==> config.mk <==
export PLATFORM = sky130hd
export DESIGN_NAME = flag_status_reg
export DESIGN_NICKNAME = d
export VERILOG_FILES = /design/src/rtl/flag_status_pkg.sv /design/src/rtl/flag_status_ctrl.sv /design/src/rtl/flag_status_dp.sv /design/src/rtl/flag_status_reg.sv
export SDC_FILE = /design/constraint.sdc
export NUM_CORES = 1
export LEC_CHECK = 0
export BUFFER_PORTS_ARGS = -buffer_cell sky130_fd_sc_hd__buf_2
export CAP_MARGIN = 25
export CELL_PAD_IN_SITES_DETAIL_PLACEMENT = 0
export CELL_PAD_IN_SITES_GLOBAL_PLACEMENT = 1
export CORE_AREA = 2 2 39 41
export CTS_CLUSTER_DIAMETER = 200
export DETAILED_ROUTE_END_ITERATION = 16
export DIE_AREA = 0 0 41 43
export PLACE_DENSITY_LB_ADDON = 0.3
export SYNTH_ARGS = -nofsm -noshare
export SYNTH_HDL_FRONTEND = slang
export SYNTH_SLANG_ARGS = --single-unit
==> constraint.sdc <==
create_clock -name clk -period 0.8 [get_ports clk]
set_input_delay 0.16 -clock clk [delete_from_list [all_inputs] [get_ports clk]]
set_output_delay 0.16 -clock clk [all_outputs]
set_load 0.02 [all_outputs]
==> src/rtl/flag_status_pkg.sv <==
package flag_status_pkg;
  localparam int FLAG_W = 8;
  // Bit positions are decoded by the host; they are fixed.
  localparam int READY_BIT     = 7;
  localparam int ERASE_SUS_BIT = 6;
  localparam int ERASE_ERR_BIT = 5;
  localparam int PROG_ERR_BIT  = 4;
  localparam int SUPPLY_ERR_BIT = 3;
  localparam int PROG_SUS_BIT  = 2;
  localparam int PROT_ERR_BIT  = 1;
  localparam int RSV_BIT       = 0;

  localparam logic [FLAG_W-1:0] ERR_MASK =
    (FLAG_W'(1) << ERASE_ERR_BIT) | (FLAG_W'(1) << PROG_ERR_BIT) |
    (FLAG_W'(1) << SUPPLY_ERR_BIT) | (FLAG_W'(1) << PROT_ERR_BIT);
  localparam logic [FLAG_W-1:0] SUS_MASK =
    (FLAG_W'(1) << ERASE_SUS_BIT) | (FLAG_W'(1) << PROG_SUS_BIT);

  typedef struct packed {
    logic [FLAG_W-1:0] setMask;
    logic [FLAG_W-1:0] clrMask;
    logic              readyNext;
  } fsr_strobe_t;
endpackage

==> src/rtl/flag_status_ctrl.sv <==
module flag_status_ctrl
  import flag_status_pkg::*;
(
  input  logic        ctrlBusy,
  input  logic        eraseSuspendReq,
  input  logic        programSuspendReq,
  input  logic        resumeReq,
  input  logic        eraseErrEvt,
  input  logic        programErrEvt,
  input  logic        supplyErrEvt,
  input  logic        protectErrEvt,
  input  logic        clearFlags,
  output fsr_strobe_t strobe
);
  always_comb begin
    strobe = '0;
    strobe.setMask[ERASE_ERR_BIT]  = eraseErrEvt;
    strobe.setMask[PROG_ERR_BIT]   = programErrEvt;
    strobe.setMask[SUPPLY_ERR_BIT] = supplyErrEvt;
    strobe.setMask[PROT_ERR_BIT]   = protectErrEvt;
    strobe.setMask[ERASE_SUS_BIT]  = eraseSuspendReq;
    strobe.setMask[PROG_SUS_BIT]   = programSuspendReq;
    strobe.clrMask = (clearFlags ? ERR_MASK : '0) | (resumeReq ? SUS_MASK : '0);
    strobe.readyNext = ~ctrlBusy;
  end
endmodule

==> src/rtl/flag_status_dp.sv <==
module flag_status_dp
  import flag_status_pkg::*;
(
  input  logic              clk,
  input  logic              rstN,
  input  fsr_strobe_t       strobe,
  output logic [FLAG_W-1:0] flags
);
  for (genvar b = 0; b < FLAG_W; b++) begin : g_bit
    if (b == READY_BIT) begin : g_ready
      always_ff @(posedge clk or negedge rstN)
        if (!rstN) flags[b] <= 1'b1;
        else       flags[b] <= strobe.readyNext;
    end else if (b == RSV_BIT) begin : g_rsv
      assign flags[b] = 1'b0;
    end else begin : g_sticky
      // A set in the same cycle as a clear wins.
      always_ff @(posedge clk or negedge rstN)
        if (!rstN) flags[b] <= 1'b0;
        else       flags[b] <= (flags[b] & ~strobe.clrMask[b]) | strobe.setMask[b];
    end
  end
endmodule

==> src/rtl/flag_status_reg.sv <==
module flag_status_reg
  import flag_status_pkg::*;
(
  input  logic              clk,
  input  logic              rstN,
  input  logic              ctrlBusy,
  input  logic              eraseSuspendReq,
  input  logic              programSuspendReq,
  input  logic              resumeReq,
  input  logic              eraseErrEvt,
  input  logic              programErrEvt,
  input  logic              supplyErrEvt,
  input  logic              protectErrEvt,
  input  logic              clearFlags,
  output logic [FLAG_W-1:0] flagByte
);
  fsr_strobe_t strobe;

  flag_status_ctrl u_ctrl (
    .ctrlBusy(ctrlBusy), .eraseSuspendReq(eraseSuspendReq),
    .programSuspendReq(programSuspendReq), .resumeReq(resumeReq),
    .eraseErrEvt(eraseErrEvt), .programErrEvt(programErrEvt),
    .supplyErrEvt(supplyErrEvt), .protectErrEvt(protectErrEvt),
    .clearFlags(clearFlags), .strobe(strobe)
  );

  flag_status_dp u_dp (
    .clk(clk), .rstN(rstN), .strobe(strobe), .flags(flagByte)
  );
endmodule

**After elaboration in Yosys (flattened, before gate mapping)**

Index checks and enable logic that the tools add are counted.

- Register bits: 7
- Word-level logic and storage cells: 29

- Multiplexer cells: 2
- Bitwise logic cells: 20

Operators by type and width:

| operator | count |
|---|---|
| two-way mux 7 bit | 1 |
| inverter 1 bit | 7 |
| OR 7 bit | 1 |
| AND 1 bit | 6 |
| two-way mux 6 bit | 1 |
| OR 1 bit | 6 |

**Longest topological paths before layout**

Gate-level depths: netlist of the first run.

- Depth after elaboration: 5
- Depth in mapped cells: 2
- Gate-level depth less buffers: 2

**By module**

Synthesis of the first run repeated with hierarchy kept, for this count alone.

- Cell total of the unflattened synthesis: 39
- Area total of the unflattened synthesis: 382.9 um2

Modules (own cells, without submodules):

| module | times used | cells each | area an instance (um2) | seq. area each (um2) |
|---|---|---|---|---|
| flag_status_dp | 1 | 21 | 255.2 | 176.4 |
| flag_status_ctrl | 1 | 18 | 127.6 | 0.0 |

**Worst setup path before layout of the first run**

No wires, ideal clock.

- Kind: flip-flop to flip-flop
- From: register u_dp.flags[1]
- To: register u_dp.flags[1]
- Library setup time: 0.118 ns
- Data arrival time: 0.621 ns
- Slack: 0.061 ns
- Stages on the path, launching flop included: 2
- Buffers on the path: 0
- Path through: dfrtp_1 -> a21o_1

- Cells in the longest elaborated chain, start to end: 2

Ends and longest elaborated chain:

| element | RTL line | source |
|---|---|---|
| start, declared | flag_status_dp.sv:7 | `output logic [FLAG_W-1:0] flags` |
| start signal, assigned by index | flag_status_dp.sv:20 | `else flags[b] <= (flags[b] & ~strobe.clrMask[b]) \| strobe.setMask[b];` |
| AND 1 bit | flag_status_dp.sv:20 |  |
| OR 1 bit | flag_status_dp.sv:20 |  |

No other way between the ends.

**Final worst setup path of the first run**

- From: register u_dp.flags[7]
- To: output flagByte[7]

RTL lines:

| element | RTL line | source |
|---|---|---|
| start signal, assigned by index | flag_status_dp.sv:13 | `else flags[b] <= strobe.readyNext;` |
| end, declared | flag_status_reg.sv:15 | `output logic [FLAG_W-1:0] flagByte` |

No word-level cell between the ends.

==> results of run 1 <==
layer usage:
metal	vias up	part of all wire, %	wire, um
met5	-	0	0
met4	0	2.7	14
met3	2	4.8	25
met2	7	64	335
met1	101	28	148
li1	106	-	-
logic make-up (layout without fill, tap and decap cells):
| logic type | Yosys count | count (layout) | synth area share [%] |
|---|---|---|---|
| flops | 7 | 7 | 72.3 |
| compound gates | 6 | 6 | 18.5 |
| other cells | 1 | 1 | 1.54 |
| buf+inv | 4 | 30 | 7.69 |
power by group through the flow:
stage / registers (W) / logic (W) / clock network [W]
after detailed placement: 0.000396 / 0.000113 / 0
after floorplan: 0.000426 / 0.0000285 / 0
after global placement: 0.000395 / 0.000110 / 0
after global routing: 0.000397 / 0.000183 / 0.000337
after CTS: 0.000395 / 0.000165 / 0.000312
final: 0.000395 / 0.000167 / 0.000303
timing repair:
action | CTS | global route
buffers inserted | 4 | 1
endpoints found under the setup margin | 7 | 9
resized for setup | 14 | 0
hold endpoints to repair | 7 | 0
pin swaps | 1 | 2
hold buffers | 1 | 0
layout by cell type, fill, tap and decap left out:
master	synthesis	layout
buf_2	0	10
dfstp_2	1	1
clkbuf_4	0	3
conb_1	1	1
inv_2	1	1
clkbuf_1	0	1
inv_1	2	2
buf_6	0	7
buf_4	1	5
dlygate4sd3_1	0	1
dfrtp_1	6	6
a21o_1	6	6
path summary, 6_finish.rpt:
| path | start | end | depth (start not counted) |
|---|---|---|---|
| max | u_dp.flags[7]$_DFF_PN1_ | flagByte[7] | 1 |
| min | ctrlBusy | u_dp.flags[7]$_DFF_PN1_ | 2 |
| max reg2reg | u_dp.flags[4]$_DFF_PN0_ | u_dp.flags[4]$_DFF_PN0_ | 2 |
| min reg2reg | u_dp.flags[1]$_DFF_PN0_ | u_dp.flags[1]$_DFF_PN0_ | 1 |
| max in group asynchronous | rstN | u_dp.flags[7]$_DFF_PN1_ | 2 |
| min in group asynchronous | rstN | u_dp.flags[2]$_DFF_PN0_ | 2 |
area by class of cell:
cell class	instances	area [um2]	area share (%)
clock buffers	4	26.3	5.72
well taps	16	20.0	4.36
flip-flops and latches	7	176	38.4
multi-input cells	7	48.8	10.6
inverters	3	11.3	2.45
repair buffers	23	176	38.4
stage by stage:
stage / worst slack (ns) / util (%)
floorplan: 0.0605 / -
global placement: 0.00156 / 24.7
detailed placement: 0.000373 / 24.7
CTS: -0.234 / 32.6
global route: -0.247 / 33.2
finish: -0.224 / 33.2
==> out/results.ini, run 1 <==
[clock_network]
root_buffer=clkbuf_4
cts.sinks=7
cts_buffers=3
clk_pin_slew_ns=0.05
clk_path_buf_depth=2
cts_tree=built
cts_max_level=1
clk_latency_ns=0.24

[routing]
num_vias=216
ant_nets=0
drcViolationCount=0
viasPerCell=3.60
drt_first_pass_iters=1
drt_iter0_drc=0
routed_wl_um=524
wl_per_cell_um=8.73

[logic_synthesis]
synth_cells=18
synthDistinctLibCells=7
netlist_area_um2=244
synthArstFlopShare_pct=100
synth_enable_flop_cells=0
synth_top_area_cell=dfrtp_1
synth_fp_nets=29
synth_top_area_share_pct=61.5
netlist_top_cells_area=dfrtp_1, a21o_1, dfstp_2
yosysWarnings=0
seq_area_frac_synth_pct=72.3
synth_top_cells_by_count=a21o_1, dfrtp_1, inv_1
ys_ff_latch=7
synth_ff_type=dfrtp_1
avgSynthCellArea_um2=13.6

[global_routing]
use_met2_pct=15.0
grt_pass1_vias=226
grt_first_pass_wirelength_um=869
grt.met3_usage_pct=3.14
grt_most_used_layer=met2
antenna_found_initial=0
grt_usage_pct=8.00
grt_max_degree=8
grt_use_met1_pct=5.28
overflow=0

[sta]
fmax_ghz=0.977
whs_ns=0.0222
fin_tns_setup_ns=-0.919
fin_skew_ns=0
hold_viol=0
slew_violations=0
final-setup-viol-count=7
period_minus_slack_ns=1.02
fin_ws_ns=-0.224
fin_crit_sh_pct=128
grt_setup_unrepaired=true

[die]
die_y_um=43
initial_utilization_pct=17.6
row_count=14
core_region_area_mm2=0.00138
io-pin-count=19
fp.dieW_um=41
die-area_mm2=0.00176

[cells_and_area]
largest_register_ffs=7
design_area_um2=459
area_growth_syn_to_layout_pct=88.2
n_antenna_cell=0
regMostFlops=u_dp.flags
drive_gt1_share_pct=61.4
top_regs=u_dp.flags (7)
num-fill-cells=144
nNetsFinal=56
final_cells=60

[outcome]
violations=setup timing
status=finished, violations left

[worst_setup_path]
crit_required_ns=0.64
slowest_delay_ns=0.52
worst-path-buf-inv=1
startpoint_type=register
cp_top_family=flip-flops
crit_slowest_cell=dfstp_2
arrival_ns=0.86
r2r_slack_ns=0.02
cp-end-kind=primary output
crit_chain=buf_6
critical_path_class=reg2out
crit_fanout=1

[place]
postPlaceCellArea_um2=342
place.port_buffers=17
hpwl_um=422
dp_cells=50
globalplace.congestion=0.569

[pwr]
leakage_nw=0.250
power_density_mw_per_mm2=1880
netSwitchingPower_w=0.000200
p_comb_share_pct=19.3
switching_share_pct=23.1
p_seq_share_pct=45.7
p_clk_share_pct=35.0
intPower_w=0.000666
finalPower_w=0.000865
irDropWorstVdd_uv=523

[job]
cap_violations=0

[hold_path]
hold_path_class=in2reg

(Power assumes the default switching activity.)
==> inputs of run 2 (changes only) <==
--- a/config.mk
+++ b/config.mk
@@ -14,6 +14,7 @@
 export DETAILED_ROUTE_END_ITERATION = 16
 export DIE_AREA = 0 0 41 43
 export PLACE_DENSITY_LB_ADDON = 0.3
+export SETUP_SLACK_MARGIN = 0.2
 export SYNTH_ARGS = -nofsm -noshare
 export SYNTH_HDL_FRONTEND = slang
 export SYNTH_SLANG_ARGS = --single-unit
==> out/results.ini, run 2 (synthesis gave the netlist of run 1 again) <==
[pwr]
power_density_mw_per_mm2=1890  ; +0.41%
leakage_nw=0.240  ; -3.8%
irDropWorstVdd_uv=548  ; +4.7%

[worst_setup_path]
startpoint=u_dp.flags[7]$_DFF_PN1_
critical_path_class=reg2out
startpoint_type=register
crit_required_ns=0.64  ; about the same
crit_fanout=1  ; unchanged
ff2ff_path_depth=2  ; unchanged
reg2reg_to=u_dp.flags[6]$_DFF_PN0_
arrival_ns=0.88  ; +0.02 ns
r2r_slack_ns=0.02  ; about the same
r2r_start=u_dp.flags[6]$_DFF_PN0_
crit_slowest_cell=dfstp_2
crit_chain=buf_6
cp_top_family=flip-flops
worst-path-buf-inv=1  ; unchanged
crit_cells=1  ; unchanged
cp-end-kind=primary output
crit_path_end=flagByte[7]
slowest_delay_ns=0.52  ; about the same

[routing]
ant_nets=0  ; unchanged
drcViolationCount=0  ; unchanged
drt_first_pass_iters=1  ; unchanged
num_vias=202  ; -6.5%
wl_per_cell_um=9.78  ; +12%
routed_wl_um=567  ; +8.2%
viasPerCell=3.48  ; -3.3%
drt_iter0_drc=0  ; unchanged

[die]
die_y_um=43  ; unchanged
initial_utilization_pct=17.6  ; unchanged
core_region_area_mm2=0.00138  ; unchanged
row_count=14  ; unchanged
fp.dieW_um=41  ; unchanged
die-area_mm2=0.00176  ; unchanged
io-pin-count=19  ; unchanged

[sta]
fin_crit_sh_pct=129  ; +1.5 points
fin_skew_ns=0  ; unchanged
grt_setup_unrepaired=true
period_minus_slack_ns=1.04  ; +0.0119 ns
fin_tns_setup_ns=-1.09  ; -0.175 ns
hold_viol=0  ; unchanged
fin_ws_ns=-0.236  ; -0.0119 ns
final-setup-viol-count=7  ; unchanged
slew_violations=0  ; unchanged
fmax_ghz=0.966  ; -1.1%

[cells_and_area]
n_antenna_cell=0  ; unchanged
mostFrequentLayoutCells=buf_2, buf_6, a21o_1, dfrtp_2, clkbuf_4
drive_gt1_share_pct=73.8  ; +12 points
area_growth_syn_to_layout_pct=89.7
top_regs=u_dp.flags (7)
design_area_um2=463  ; +0.82%
largest_register_ffs=7  ; unchanged
final_cells=58  ; -3.3%
nNetsFinal=54  ; -3.6%
regMostFlops=u_dp.flags
num-fill-cells=161  ; +12%
postLayoutCoreUtil_pct=33.5  ; +0.27 points

[clock_network]
cts_tree=built
clk_pin_slew_ns=0.05  ; about the same
cts_buffers=3  ; unchanged
root_buffer=clkbuf_4
cts_max_level=1  ; unchanged
clk_path_buf_depth=2  ; unchanged
cts.sinks=7  ; unchanged
clk_latency_ns=0.24  ; about the same

[place]
postPlaceCellArea_um2=349  ; +2.2%
hpwl_um=419  ; -0.71%
dp_slack_ns=-0.00311  ; -0.00348 ns
globalplace.congestion=0.579  ; +1.8%
dp_cells=50  ; unchanged
place.port_buffers=17  ; unchanged

[global_routing]
grt_pass1_vias=209  ; -7.5%
antenna_found_initial=0  ; unchanged
grt_first_pass_wirelength_um=800  ; -7.9%
grt_max_degree=8  ; unchanged
grt_usage_pct=7.71  ; -0.29 points
overflow=0  ; unchanged

[job]
cap_violations=0  ; unchanged

[outcome]
violations=setup timing
status=finished, violations left

[hold_path]
hold_path_class=in2reg

## run 2: cell count changes in the layout (fill, tap and decap cells not counted), sizes merged
| cell | change |
|---|---|
| buf | -2 |
## run 2: stage by stage
step | total power, W | hold slack (ns)
floorplan | 0.000459 | -0.136
global placement | 0.000509 | -0.00478
CTS | 0.000871 | 0.0127
finish | 0.000876 | 0.0203
detailed placement | 0.000512 | -0.00194
global route | 0.000919 | 0.0200
## run 2: worst min path at each step
| stage | startpoint | end | slack, ns | cells after the start |
|---|---|---|---|---|
| floorplan | rstN | u_dp.flags[1]$_DFF_PN0_ | -0.14 | 0 |
| global placement | rstN | u_dp.flags[6]$_DFF_PN0_ | -0.005 | 1 |
| global route | ctrlBusy | u_dp.flags[7]$_DFF_PN1_ | 0.02 | 2 |
| detailed placement | rstN | u_dp.flags[2]$_DFF_PN0_ | -0.002 | 1 |
| CTS | ctrlBusy | u_dp.flags[7]$_DFF_PN1_ | 0.01 | 2 |
| finish | ctrlBusy | u_dp.flags[7]$_DFF_PN1_ | 0.02 | 2 |
## run 2: layer usage
metal	track usage (%)	up-vias	wire [um]
li1	-	102	-
met5	0	-	0
met4	10.0	0	0
met2	11.3	5	334
met3	3.14	0	21
met1	6.31	95	211
## run 2: final cells by class
cell class,instances,area (um2),share of cell area (%)
clock buffer,4,26.3,5.68
inverter,3,11.3,2.43
multi-input combinational,7,48.8,10.5
sequential,7,184,39.7
tap,16,20.0,4.32
timing repair buffer,21,173,37.3
## run 2: worst register-to-register path: stages, from the launching register on
cell and delay [ns]:
dfrtp_2 0.41, buf_6 0.11, a21o_1 0.14
## run 2: where the power goes
| group | leakage, nW | internal [W] | switching (W) |
|---|---|---|---|
| sequential | 0.0705 | 0.000384 | 0.0000180 |
| combinational | 0.155 | 0.0000947 | 0.0000687 |
| clock | 0.0150 | 0.000190 | 0.000121 |
| total | 0.240 | 0.000668 | 0.000208 |
## run 2: timing repair
item	4_1_cts	5_1_grt
pin swaps	0	0
endpoints found under the setup margin	13	13
buffers inserted	0	3
resized for setup	14	3
hold buffers	1	0
hold endpoints to repair	7	0
cloned	0	0
==> inputs of run 3 (changes only) <==
--- a/config.mk
+++ b/config.mk
@@ -13,7 +13,7 @@
 export CTS_CLUSTER_DIAMETER = 200
 export DETAILED_ROUTE_END_ITERATION = 16
 export DIE_AREA = 0 0 41 43
-export PLACE_DENSITY_LB_ADDON = 0.3
+export PLACE_DENSITY_LB_ADDON = 0.15
 export SETUP_SLACK_MARGIN = 0.2
 export SYNTH_ARGS = -nofsm -noshare
 export SYNTH_HDL_FRONTEND = slang
==> out/results.ini, run 3 (synthesis gave the netlist of run 1 again) <==
[global_routing]
grt_first_pass_wirelength_um=897  ; +12%
grt_use_met1_pct=7.26  ; +0.95 points
grt.met3_usage_pct=3.66  ; +0.52 points
grt_most_used_layer=met2
use_met2_pct=12.2  ; +0.94 points
grt_max_degree=8  ; unchanged
antenna_found_initial=0  ; unchanged
overflow=0  ; unchanged
grt_pass1_vias=232  ; +11%
grt_usage_pct=8.10  ; +0.39 points

[routing]
ant_nets=0  ; unchanged
drcViolationCount=0  ; unchanged
viasPerCell=3.71  ; +6.4%
routed_wl_um=532  ; -6.2%
wl_per_cell_um=9.17  ; -6.2%
drt_iter0_drc=2  ; +2
num_vias=215  ; +6.4%
drt_first_pass_iters=4  ; +3

[sta]
final-setup-viol-count=7  ; unchanged
period_minus_slack_ns=1.03  ; -0.00785 ns
fin_ws_ns=-0.228  ; +0.00785 ns
fmax_ghz=0.973  ; +0.76%
slew_violations=0  ; unchanged
fin_crit_sh_pct=128  ; -0.98 points
fin_skew_ns=0  ; unchanged
hold_viol=0  ; unchanged
grt_setup_unrepaired=true

[worst_setup_path]
arrival_ns=0.87  ; about the same
startpoint_type=register
crit_required_ns=0.64  ; about the same
slowest_delay_ns=0.52  ; about the same
crit_slowest_cell=dfstp_2
reg2reg_to=u_dp.flags[1]$_DFF_PN0_
r2r_slack_ns=0.01  ; about the same
cp-end-kind=primary output
worst-path-buf-inv=1  ; unchanged
cp_top_family=flip-flops
crit_chain=buf_6
ff2ff_path_depth=2  ; unchanged
crit_fanout=1  ; unchanged
critical_path_class=reg2out
r2r_start=u_dp.flags[1]$_DFF_PN0_

[pwr]
power_density_mw_per_mm2=1900  ; +0.55%
leakage_nw=0.239  ; -0.59%
irDropWorstVdd_uv=682  ; +25%

[cells_and_area]
nNetsFinal=54  ; unchanged
top_regs=u_dp.flags (7)
design_area_um2=459  ; -0.81%
drive_gt1_share_pct=73.8  ; unchanged
n_antenna_cell=0  ; unchanged
largest_register_ffs=7  ; unchanged
area_growth_syn_to_layout_pct=88.2
postLayoutCoreUtil_pct=33.2  ; -0.27 points
regMostFlops=u_dp.flags
mostFrequentLayoutCells=buf_2, buf_6, a21o_1, dfrtp_2, clkbuf_4
final_common_cell=buf_2

[job]
cap_violations=0  ; unchanged

[clock_network]
cts.sinks=7  ; unchanged
cts_buffers=3  ; unchanged
clk_path_buf_depth=2  ; unchanged
clk_pin_slew_ns=0.05  ; about the same
cts_tree=built
cts_max_level=1  ; unchanged
root_buffer=clkbuf_4
clk_latency_ns=0.25  ; about the same

[hold_path]
holdCritStartpoint=ctrlBusy
hold_path_class=in2reg
hold_depth=2  ; unchanged
whs_endpoint=u_dp.flags[7]$_DFF_PN1_

[place]
dp_slack_ns=0.00310  ; +0.00621 ns
globalplace.congestion=0.582  ; +0.54%
place.port_buffers=17  ; unchanged
postPlaceCellArea_um2=349  ; unchanged

[die]
initial_utilization_pct=17.6  ; unchanged
die_y_um=43  ; unchanged
die-area_mm2=0.00176  ; unchanged
fp.dieW_um=41  ; unchanged
core_region_area_mm2=0.00138  ; unchanged
row_count=14  ; unchanged
io-pin-count=19  ; unchanged

[outcome]
violations=setup timing
status=finished, violations left

run 3: cell counts in the layout (fill, tap and decap cells not counted):
Identical to the previous run, type by type.
run 3: worst max-delay path by stage:
stage                                 start          end  slack, ns  cells after the start
finish              u_dp.flags[7]$_DFF_PN1_  flagByte[7]      -0.23                      1
floorplan           u_dp.flags[7]$_DFF_PN1_  flagByte[7]       0.09                      0
CTS                 u_dp.flags[7]$_DFF_PN1_  flagByte[7]      -0.23                      1
detailed placement  u_dp.flags[7]$_DFF_PN1_  flagByte[7]      0.003                      1
global route        u_dp.flags[7]$_DFF_PN1_  flagByte[7]      -0.26                      1
global placement    u_dp.flags[7]$_DFF_PN1_  flagByte[7]      0.001                      1
run 3: what timing repair did:
| action | 4_1_cts | 5_1_grt |
|---|---|---|
| resized for setup | 14 | 2 |
| hold buffers | 1 | 0 |
| setup buffers | 0 | 3 |
| endpoints found under the hold margin | 7 | 0 |
| endpoints found under the setup margin | 13 | 13 |
| gates cloned | 0 | 0 |
run 3: power breakdown:
group | leakage [nW] | total [W] | switching [W] | internal (W)
Sequential | 0.0705 | 0.000400 | 0.0000161 | 0.000384
Clock | 0.0150 | 0.000312 | 0.000122 | 0.000190
Combinational | 0.153 | 0.000162 | 0.0000691 | 0.0000928
run 3: per-layer routing:
metal	part of all wire [%]	up-vias
met5	0	-
met4	2.8	0
met3	10	2
met2	49	10
met1	38	99
li1	-	104
run 3: cell type report:
class                           count  area [um2]
Tap cell                           16        20.0
Sequential cell                     7         184
Timing Repair Buffer               21         169
Fill cell                         147         925
Multi-Input combinational cell      7        48.8
Inverter                            3        11.3
Clock buffer                        4        26.3
run 3: metrics by stage:
| stage | hold WS, ns | cells | total power (W) | TNS [ns] |
|---|---|---|---|---|
| detailed placement | 0.00465 | 50 | 0.000513 | 0 |
| finish | 0.0217 | 58 | 0.000874 | -1.07 |
| global placement | 0.0000884 | 50 | 0.000509 | 0 |
| floorplan | -0.136 | 18 | 0.000459 | 0 |
| global route | 0.0260 | 58 | 0.000925 | -1.26 |
| CTS | 0.0210 | 55 | 0.000870 | -1.12 |
